===== config.mk =====
export PLATFORM = sky130hd
export DESIGN_NAME = msr_write_ctrl
export DESIGN_NICKNAME = d
export VERILOG_FILES = /design/src/rtl/msr_pkg.sv /design/src/rtl/msr_write_filter.sv /design/src/rtl/msr_toggle_detect.sv /design/src/rtl/msr_mode_index.sv /design/src/rtl/msr_write_ctrl.sv
export SDC_FILE = /design/constraint.sdc
export NUM_CORES = 1
export LEC_CHECK = 0
export CORE_AREA = 3 3 153 155
export DETAILED_ROUTE_END_ITERATION = 12
export DIE_AREA = 0 0 156 158
export PLACE_DENSITY_LB_ADDON = 0.15
export SETUP_SLACK_MARGIN = 0.5
export SLEW_MARGIN = 20
export SYNTH_ARGS = -nofsm -noshare
export SYNTH_HDL_FRONTEND = slang
export SYNTH_SLANG_ARGS = --single-unit

===== constraint.sdc =====
create_clock -name clk -period 0.8 [get_ports clk]
set_input_delay 0.16 -clock clk [delete_from_list [all_inputs] [get_ports clk]]
set_output_delay 0.16 -clock clk [all_outputs]
set_load 0.01 [all_outputs]

===== src/rtl/msr_pkg.sv =====
package msr_pkg;

    typedef enum logic [0:0] {
        ST_IDLE  = 1'b0,
        ST_PULSE = 1'b1
    } wr_state_e;

    typedef struct packed {
        logic flush;
        logic swap;
        logic halt;
    } side_fx_t;

    localparam logic [31:0] HIGH_PREFIX = 32'hFFF0_0000;

endpackage


===== src/rtl/msr_write_filter.sv =====
module msr_write_filter #(
    parameter int XLEN = 64,
    parameter int B_HV = 60,
    parameter int B_PR = 14,
    parameter int B_EE = 15,
    parameter int B_IR = 5,
    parameter int B_DR = 4
) (
    input  logic [XLEN-1:0] cur_msr,
    input  logic [XLEN-1:0] wr_data,
    input  logic [XLEN-1:0] wr_mask,
    input  logic            hv_write_ok,
    input  logic            server64,
    output logic [XLEN-1:0] staged,
    output logic [XLEN-1:0] final_val
);

    logic hv_free;

    always_comb begin
        hv_free = hv_write_ok && cur_msr[B_HV];
        staged  = wr_data & wr_mask;
        if (!hv_free) begin
            staged[B_HV] = cur_msr[B_HV];
        end
        final_val = staged;
        if (server64 && staged[B_PR]) begin
            final_val[B_EE] = 1'b1;
            final_val[B_IR] = 1'b1;
            final_val[B_DR] = 1'b1;
        end
    end

endmodule


===== src/rtl/msr_toggle_detect.sv =====
module msr_toggle_detect
    import msr_pkg::*;
#(
    parameter int XLEN   = 64,
    parameter int B_IR   = 5,
    parameter int B_DR   = 4,
    parameter int B_GS   = 28,
    parameter int B_TGPR = 17,
    parameter int B_EP   = 6,
    parameter int B_POW  = 18
) (
    input  logic [XLEN-1:0] cur_msr,
    input  logic [XLEN-1:0] staged,
    input  logic            embedded,
    input  logic            tgpr_en,
    input  logic            irq_pending,
    input  logic            pow_check_ok,
    output side_fx_t        fx,
    output logic            ep_change,
    output logic            ep_new
);

    logic [XLEN-1:0] diff;

    always_comb begin
        diff      = staged ^ cur_msr;
        fx.flush  = diff[B_IR] || diff[B_DR] || (embedded && diff[B_GS]);
        fx.swap   = tgpr_en && diff[B_TGPR];
        fx.halt   = staged[B_POW] && !irq_pending && pow_check_ok;
        ep_change = diff[B_EP];
        ep_new    = staged[B_EP];
    end

endmodule


===== src/rtl/msr_mode_index.sv =====
module msr_mode_index #(
    parameter int XLEN = 64,
    parameter int B_PR = 14,
    parameter int B_IR = 5,
    parameter int B_DR = 4,
    parameter int B_IS = 2,
    parameter int B_DS = 3,
    parameter int B_HV = 60,
    parameter int B_GS = 28
) (
    input  logic [XLEN-1:0] msr,
    input  logic            embedded,
    output logic [2:0]      immu_idx,
    output logic [2:0]      dmmu_idx
);

    logic [2:0] side_idx [2];

    for (genvar g = 0; g < 2; g++) begin : g_side
        localparam int TRANS_BIT = (g == 0) ? B_IR : B_DR;
        localparam int SPACE_BIT = (g == 0) ? B_IS : B_DS;
        always_comb begin
            side_idx[g][0] = !msr[B_PR];
            if (embedded) begin
                side_idx[g][1] = msr[SPACE_BIT];
                side_idx[g][2] = msr[B_GS];
            end else begin
                side_idx[g][1] = !msr[TRANS_BIT];
                side_idx[g][2] = msr[B_HV];
            end
        end
    end

    assign immu_idx = side_idx[0];
    assign dmmu_idx = side_idx[1];

endmodule


===== src/rtl/msr_write_ctrl.sv =====
module msr_write_ctrl
    import msr_pkg::*;
#(
    parameter int XLEN   = 64,
    parameter int B_LE   = 0,
    parameter int B_SA   = 1,
    parameter int B_IS   = 2,
    parameter int B_DS   = 3,
    parameter int B_DR   = 4,
    parameter int B_IR   = 5,
    parameter int B_EP   = 6,
    parameter int B_AP   = 7,
    parameter int B_BE   = 9,
    parameter int B_SE   = 10,
    parameter int B_FP   = 13,
    parameter int B_PR   = 14,
    parameter int B_EE   = 15,
    parameter int B_TGPR = 17,
    parameter int B_POW  = 18,
    parameter int B_VSX  = 23,
    parameter int B_VR   = 25,
    parameter int B_GS   = 28,
    parameter int B_CM   = 31,
    parameter int B_HV   = 60,
    parameter int B_SF   = 63,
    parameter logic [XLEN-1:0] RST_MSR = XLEN'(1) << B_HV
) (
    input  logic            clk,
    input  logic            rst_n,
    input  logic            wr_en,
    input  logic [XLEN-1:0] wr_data,
    input  logic [XLEN-1:0] wr_mask,
    input  logic            hv_write_ok,
    input  logic            irq_pending,
    input  logic            pow_check_ok,
    input  logic            cfg_embedded,
    input  logic            cfg_server64,
    input  logic            cfg_tgpr_en,
    input  logic [XLEN-1:0] ext_hflags,
    output logic [XLEN-1:0] msr_q,
    output logic [2:0]      immu_idx,
    output logic [2:0]      dmmu_idx,
    output logic [XLEN-1:0] hflags,
    output logic            flush_req,
    output logic            swap_req,
    output logic [XLEN-1:0] excp_prefix,
    output logic            halt_req
);

    localparam logic [XLEN-1:0] ONE = XLEN'(1);
    localparam logic [XLEN-1:0] HF_MASK =
        (ONE << B_VR) | (ONE << B_AP) | (ONE << B_SA) | (ONE << B_PR) |
        (ONE << B_FP) | (ONE << B_SE) | (ONE << B_BE) | (ONE << B_LE) |
        (ONE << B_VSX) | (ONE << B_IR) | (ONE << B_DR) | (ONE << B_CM) |
        (ONE << B_SF) | (ONE << B_HV);
    localparam logic [XLEN-1:0] PREFIX_ON = XLEN'(HIGH_PREFIX);

    logic [XLEN-1:0] staged;
    logic [XLEN-1:0] final_val;
    side_fx_t        fx_d;
    side_fx_t        fx_q;
    logic            ep_change;
    logic            ep_new;
    wr_state_e       state_q;
    wr_state_e       state_d;

    msr_write_filter #(
        .XLEN(XLEN), .B_HV(B_HV), .B_PR(B_PR), .B_EE(B_EE),
        .B_IR(B_IR), .B_DR(B_DR)
    ) u_filter (
        .cur_msr    (msr_q),
        .wr_data    (wr_data),
        .wr_mask    (wr_mask),
        .hv_write_ok(hv_write_ok),
        .server64   (cfg_server64),
        .staged     (staged),
        .final_val  (final_val)
    );

    msr_toggle_detect #(
        .XLEN(XLEN), .B_IR(B_IR), .B_DR(B_DR), .B_GS(B_GS),
        .B_TGPR(B_TGPR), .B_EP(B_EP), .B_POW(B_POW)
    ) u_toggle (
        .cur_msr     (msr_q),
        .staged      (staged),
        .embedded    (cfg_embedded),
        .tgpr_en     (cfg_tgpr_en),
        .irq_pending (irq_pending),
        .pow_check_ok(pow_check_ok),
        .fx          (fx_d),
        .ep_change   (ep_change),
        .ep_new      (ep_new)
    );

    msr_mode_index #(
        .XLEN(XLEN), .B_PR(B_PR), .B_IR(B_IR), .B_DR(B_DR),
        .B_IS(B_IS), .B_DS(B_DS), .B_HV(B_HV), .B_GS(B_GS)
    ) u_index (
        .msr     (msr_q),
        .embedded(cfg_embedded),
        .immu_idx(immu_idx),
        .dmmu_idx(dmmu_idx)
    );

    // Register and prefix update
    always_ff @(posedge clk) begin
        if (!rst_n) begin
            msr_q       <= RST_MSR;
            excp_prefix <= '0;
            fx_q        <= '0;
        end else if (wr_en) begin
            msr_q <= final_val;
            fx_q  <= fx_d;
            if (ep_change) begin
                excp_prefix <= ep_new ? PREFIX_ON : '0;
            end
        end
    end

    // Request sequencer: state register
    always_ff @(posedge clk) begin
        if (!rst_n) begin
            state_q <= ST_IDLE;
        end else begin
            state_q <= state_d;
        end
    end

    // Request sequencer: transitions LOAD, REPEAT, RETIRE
    always_comb begin
        unique case (state_q)
            ST_IDLE:  state_d = wr_en ? ST_PULSE : ST_IDLE;
            ST_PULSE: state_d = wr_en ? ST_PULSE : ST_IDLE;
            default:  state_d = ST_IDLE;
        endcase
    end

    // Request sequencer: outputs
    always_comb begin
        unique case (state_q)
            ST_PULSE: begin
                flush_req = fx_q.flush;
                swap_req  = fx_q.swap;
                halt_req  = fx_q.halt;
            end
            default: begin
                flush_req = 1'b0;
                swap_req  = 1'b0;
                halt_req  = 1'b0;
            end
        endcase
    end

    assign hflags = (msr_q & HF_MASK) | ext_hflags;

    p_idle_quiet_r12: assert property (@(posedge clk) disable iff (!rst_n)
        !wr_en |=> (!flush_req && !swap_req && !halt_req));

    p_hold_value_r12: assert property (@(posedge clk) disable iff (!rst_n)
        !wr_en |=> $stable(msr_q));

    p_hv_guard_r3: assert property (@(posedge clk) disable iff (!rst_n)
        (wr_en && !(hv_write_ok && msr_q[B_HV])) |=> (msr_q[B_HV] == $past(msr_q[B_HV])));

    p_pr_force_r7: assert property (@(posedge clk) disable iff (!rst_n)
        (wr_en && cfg_server64 && wr_data[B_PR] && wr_mask[B_PR])
        |=> (msr_q[B_EE] && msr_q[B_IR] && msr_q[B_DR]));

    p_flush_ir_r4: assert property (@(posedge clk) disable iff (!rst_n)
        (wr_en && ((wr_data[B_IR] && wr_mask[B_IR]) != msr_q[B_IR])) |=> flush_req);

    p_prefix_track_r6: assert property (@(posedge clk) disable iff (!rst_n)
        excp_prefix == (msr_q[B_EP] ? PREFIX_ON : '0));

endmodule


== Word-level counts from Yosys, hierarchy flattened ==
Index checks and enable logic that the tools add are counted.

* Muxes and demuxes: 10
* Bitwise operators: 3
* Reductions and logical operators: 13

{| class="wikitable"
|+ Operator list
! cell !! count
|-
| 64-bit bitwise AND || 1
|-
| 64-bit OR || 1
|-
| 32-bit two-way mux || 1
|-
| 29-bit XOR || 1
|-
| 1-bit logical AND || 6
|-
| 1-bit two-way mux || 6
|-
| 2-bit two-way mux || 3
|-
| 1-bit zero test || 4
|-
| 1-bit logical OR || 2
|-
| 2-bit AND reduction || 1
|}

* Flip-flop bits (word level): 132
* Output and inout bits: 201
* Word-level logic and storage cells: 32

== Logic depth before layout (Yosys ltp) ==
* Depth in word-level cells: 4
* Mapped depth: 5
* Mapped depth without buffers: 3

== Cells and area by module ==
From an unflattened synthesis, not the netlist that was laid out.

* Cell total of the unflattened synthesis: 504
* Area total of the unflattened synthesis: 4580.6 um2

{| class="wikitable"
|+ By module, submodules not included
! module !! times used !! cells an instance !! area each (um2) !! seq. area each (um2)
|-
| msr_write_ctrl || 1 || 354 || 3555.9 || 1381.3
|-
| msr_write_filter || 1 || 132 || 899.6 || 0.0
|-
| msr_toggle_detect || 1 || 10 || 73.8 || 0.0
|-
| msr_mode_index || 1 || 8 || 51.3 || 0.0
|}

== Worst setup path after synthesis ==
Ideal clock, no wire load.

* Path type: register to output
* Start: register msr_q[60]
* End: output immu_idx[2]
* Arrival time: 965 ps
* Required time: 640 ps
* Setup slack: -325 ps
* Stages on the path, launching flop included: 4
* Cells stage by stage: dfxtp_1 > inv_1 > o21ai_0 > buf_4

* Word-level cells in the longest chain between the ends: 1

{| class="wikitable"
|+ Ends and longest elaborated chain
! element !! RTL line !! RTL
|-
| start, declared || msr_write_ctrl.sv:40 || <nowiki>output logic [XLEN-1:0] msr_q,</nowiki>
|-
| start signal, assigned || msr_write_ctrl.sv:112 || <nowiki>msr_q <= final_val;</nowiki>
|-
| 2-bit two-way mux || msr_mode_index.sv:24 || <nowiki>if (embedded) begin</nowiki>
|-
| end, declared || msr_write_ctrl.sv:41 || <nowiki>output logic [2:0] immu_idx,</nowiki>
|}

Every way passes these cells.

== Final worst setup path ==
* Start: register msr_q[4]
* End: output hflags[4]

* Word-level cells in the longest chain between the ends: 1

{| class="wikitable"
|+ Ends and longest elaborated chain
! element !! RTL line !! RTL
|-
| 64-bit OR || msr_write_ctrl.sv:154 || <nowiki>assign hflags = (msr_q & HF_MASK) | ext_hflags;</nowiki>
|-
| end, declared || msr_write_ctrl.sv:43 || <nowiki>output logic [XLEN-1:0] hflags,</nowiki>
|}

Every way passes these cells.

==> impl_results.md <==
- Ant. Diodes: 0
- Register area share after synthesis: 36.21%
- Psw: 2.658 mW
- CTS Buf Count: 9
- Worst flop-to-flop path endpoint: excp_prefix[30]$_SDFFE_PN0P_
- 1st-iter DRT viols: 73
- FF-to-FF Start: excp_prefix[30]$_SDFFE_PN0P_
- Worst clock skew: 0.006347 ns
- Synth top cells by count: buf_4 (116), dfxtp_1 (69), nand2_1 (65)
- Simple-gate share of the synthesized area: 18.66%
- GRT Total Usage: 10.13%
- Xor-xnor portion of the synthesized cell area: 0.2296%
- FF-to-FF path depth: 6
- Worst Setup Path Type: register to output pin
- Number of flops mapped to enable cells by yosys: 0
- Synth Warn #: 0
- Comb pwr share: 24.5%
- Sw Share: 25.37%
- Clk buf depth: 2
- Compound-cell area share of the yosys netlist: 15.22%
- Rows: 54
- WHS Endpoint: msr_q[40]$_SDFFE_PN0P_
- Area of the multi-input gates: 1739 µm²
- H-tree depth: 3
- Largest net degree at the start of global routing: 36
- Starting Density: 17.37%
- Clock power share: 40.0%
- Die area: 24650 µm²
- Most frequent cell after synthesis: buf_4
- Layout fillers: 2293
- Int Pwr: 7.819 mW
- R2R Setup Slk: -0.25 ns
- DRT Pass-1 Iters: 4
- WP data required: 0.64 ns
- Largest family of logic cells by synthesized area: buffers and inverters
- Worst skew pair latency: 0.33 ns
- Die H: 158 µm
- Hold path start: wr_mask[40]
- Reg clk slew, reported paths: 0.06 ns
- Hold path depth: 3
- Register area: 1480 µm²
- Status: finished, violations left
- Min-delay worst type: input port to register
- IO Port Bufs: 249
- Core Region: 21960 µm²
- Fin. max-slew vios: 0
- Non-Filler Instances: 971
- Maximum clock rate: 833.0 MHz
- Final WS setup: -0.4005 ns
- TritonCTS clock tree: built
- Drt via density: 3.797
- Antenna viol nets, final: 0
- Vias in the first global route: 3724
- Adder-cell share of the synthesized area: 0%
- Area grow syn2layout: 90.92%
- Gr ovfl total: 0
- Clock tree sinks: 69
- Clock root buffer: clkbuf_16
- Synth cell types: 29
- Synth area leaders: dfxtp_1 (36%), buf_4 (23%), a21boi_0 (11%)
- CP Capture Type: output pin
- Drc violations: 0
- Final core area utilization: 33.17%
- Crit path launch type: register
- Via total after detailed routing: 3687
- Dpl cells: 930
- Final Setup Violations: 106
- Final Critical Period: 1.201 ns
- Violated checks: negative setup slack
- Peak supply drop: 918.9 µV
- Crit path max fanout: 4
- Synth Instances: 448
- Top-area cell type share of the netlist area: 36.21%
- Multiplexer share of the synthesized area: 0.9183%
- Yosys top cell by area: dfxtp_1
- Netlist Area Pre-Place: 3815 µm²
- Final hold slack: 0.1196 ns
- First-pass GRT wire length: 19470 µm
- Pwr per Cell Area: 1438 nW/µm²
- Max cap viols: 0
- WL per Instance: 13.82 µm
- Io pins: 402
- Pleak: 3.096 nW
- Top_reg_cell synth: dfxtp_1
- Flops & latches, synth: 69
- Detailed Route WL: 13420 µm
- Final nets: 888
- Synthesized area per cell: 8.515 µm²
- Routability cong.: 0.7504
- Die W: 156 µm
- Number of antenna violations at the first check in global routing: 0
- Final Cycle Share: 150.1%
- Hold Fails Final Rpt: 0
- DP Wirelength: 10160 µm
- Ys async rst share: 0%
- Worst EP arrival: 1.04 ns
- Reg power frac: 35.5%
- Overall Power: 10.48 mW
- Share of layout cells above drive strength 1: 45.73%
- RSZ-0062 raised after global routing: true
## cells in the final DEF (no fill, tap or decap), types with 13 or more instances in the layout
cell type / n
buf_6: 135
conb_1: 52
buf_4: 17
nand3_1: 51
a21boi_1: 53
nand2_2: 13
nand2_1: 52
clkdlybuf4s50_1: 128
dfxtp_2: 64
or2_4: 14
## worst max-delay path, cell delays in order, from the launching register on
cell	delay, ns
dfxtp_4	0.36
or2_4	0.23
buf_6	0.12
## layer usage
metal / global-route usage, % / vias up / part of all wire, % / wire (µm)
li1: - / 1794 / - / -
met1: 10.96 / 1673 / 38 / 5156
met2: 17.63 / 182 / 51 / 6781
met3: 3.855 / 38 / 8.6 / 1153
met4: 4.500 / 0 / 2.5 / 332
met5: 0 / - / 0 / 0
## power groups by stage
stage / clock network (mW) / registers (mW) / logic [mW]
after global placement: 0 / 3.78 / 2.28
after CTS: 4.41 / 3.72 / 2.48
after floorplan: 0 / 3.85 / 1.37
after detailed placement: 0 / 3.78 / 2.29
final: 4.19 / 3.72 / 2.57
after global routing: 4.53 / 3.74 / 2.76
## registers in the layout, summed over array words and instances, names as in the netlist
signal,cells
msr_q,64
state_q,1
fx_q,3
excp_prefix,1
## stage by stage
| stage | area [µm²] | worst slack, ns | setup TNS, ns |
|---|---|---|---|
| floorplan | 4441 | -0.08768 | -0.1803 |
| global placement | 6317 | -1.023 | -49.37 |
| detailed placement | 6317 | -1.034 | -50.95 |
| CTS | 6974 | -0.4244 | -25.07 |
| global route | 7283 | -0.4450 | -27.07 |
| finish | 7283 | -0.4005 | -22.77 |
## final cells by class
type                       instances  area share [%]
sequential                        69           20.32
clock buffer                      10           3.436
tap                              280           4.810
inverter                           6          0.6185
timing repair buffer             313           46.13
multi-input combinational        288           23.88
clock inverter                     5          0.8074
## logic make-up after synthesis
family,Yosys count
DFF,69
buffers and inverters,142
and+or+nand+nor,151
muxes,3
other,1
xor gates and xnor gates,1
AOI/OAI and AO/OA,81
## worst max path at each step
stage | startpoint | slack, ns | to
floorplan | msr_q[28]$_SDFFE_PN0P_ | -0.09 | fx_q[2]$_SDFFE_PN0P_
global placement | cfg_embedded | -1.02 | immu_idx[2]
detailed placement | cfg_embedded | -1.03 | immu_idx[2]
CTS | msr_q[5]$_SDFFE_PN0P_ | -0.42 | hflags[5]
global route | msr_q[4]$_SDFFE_PN0P_ | -0.44 | hflags[4]
finish | msr_q[4]$_SDFFE_PN0P_ | -0.40 | hflags[4]
## what timing repair did
action | CTS | global route
gates cloned | 0 | 0
resized for setup | 554 | 63
hold endpoints to repair | 0 | 0
endpoints found under the setup margin | 218 | 218
hold buffers | 0 | 0
pin swaps | 18 | 37
setup buffers | 14 | 12
Note: power is estimated with default switching activity, not from simulation.
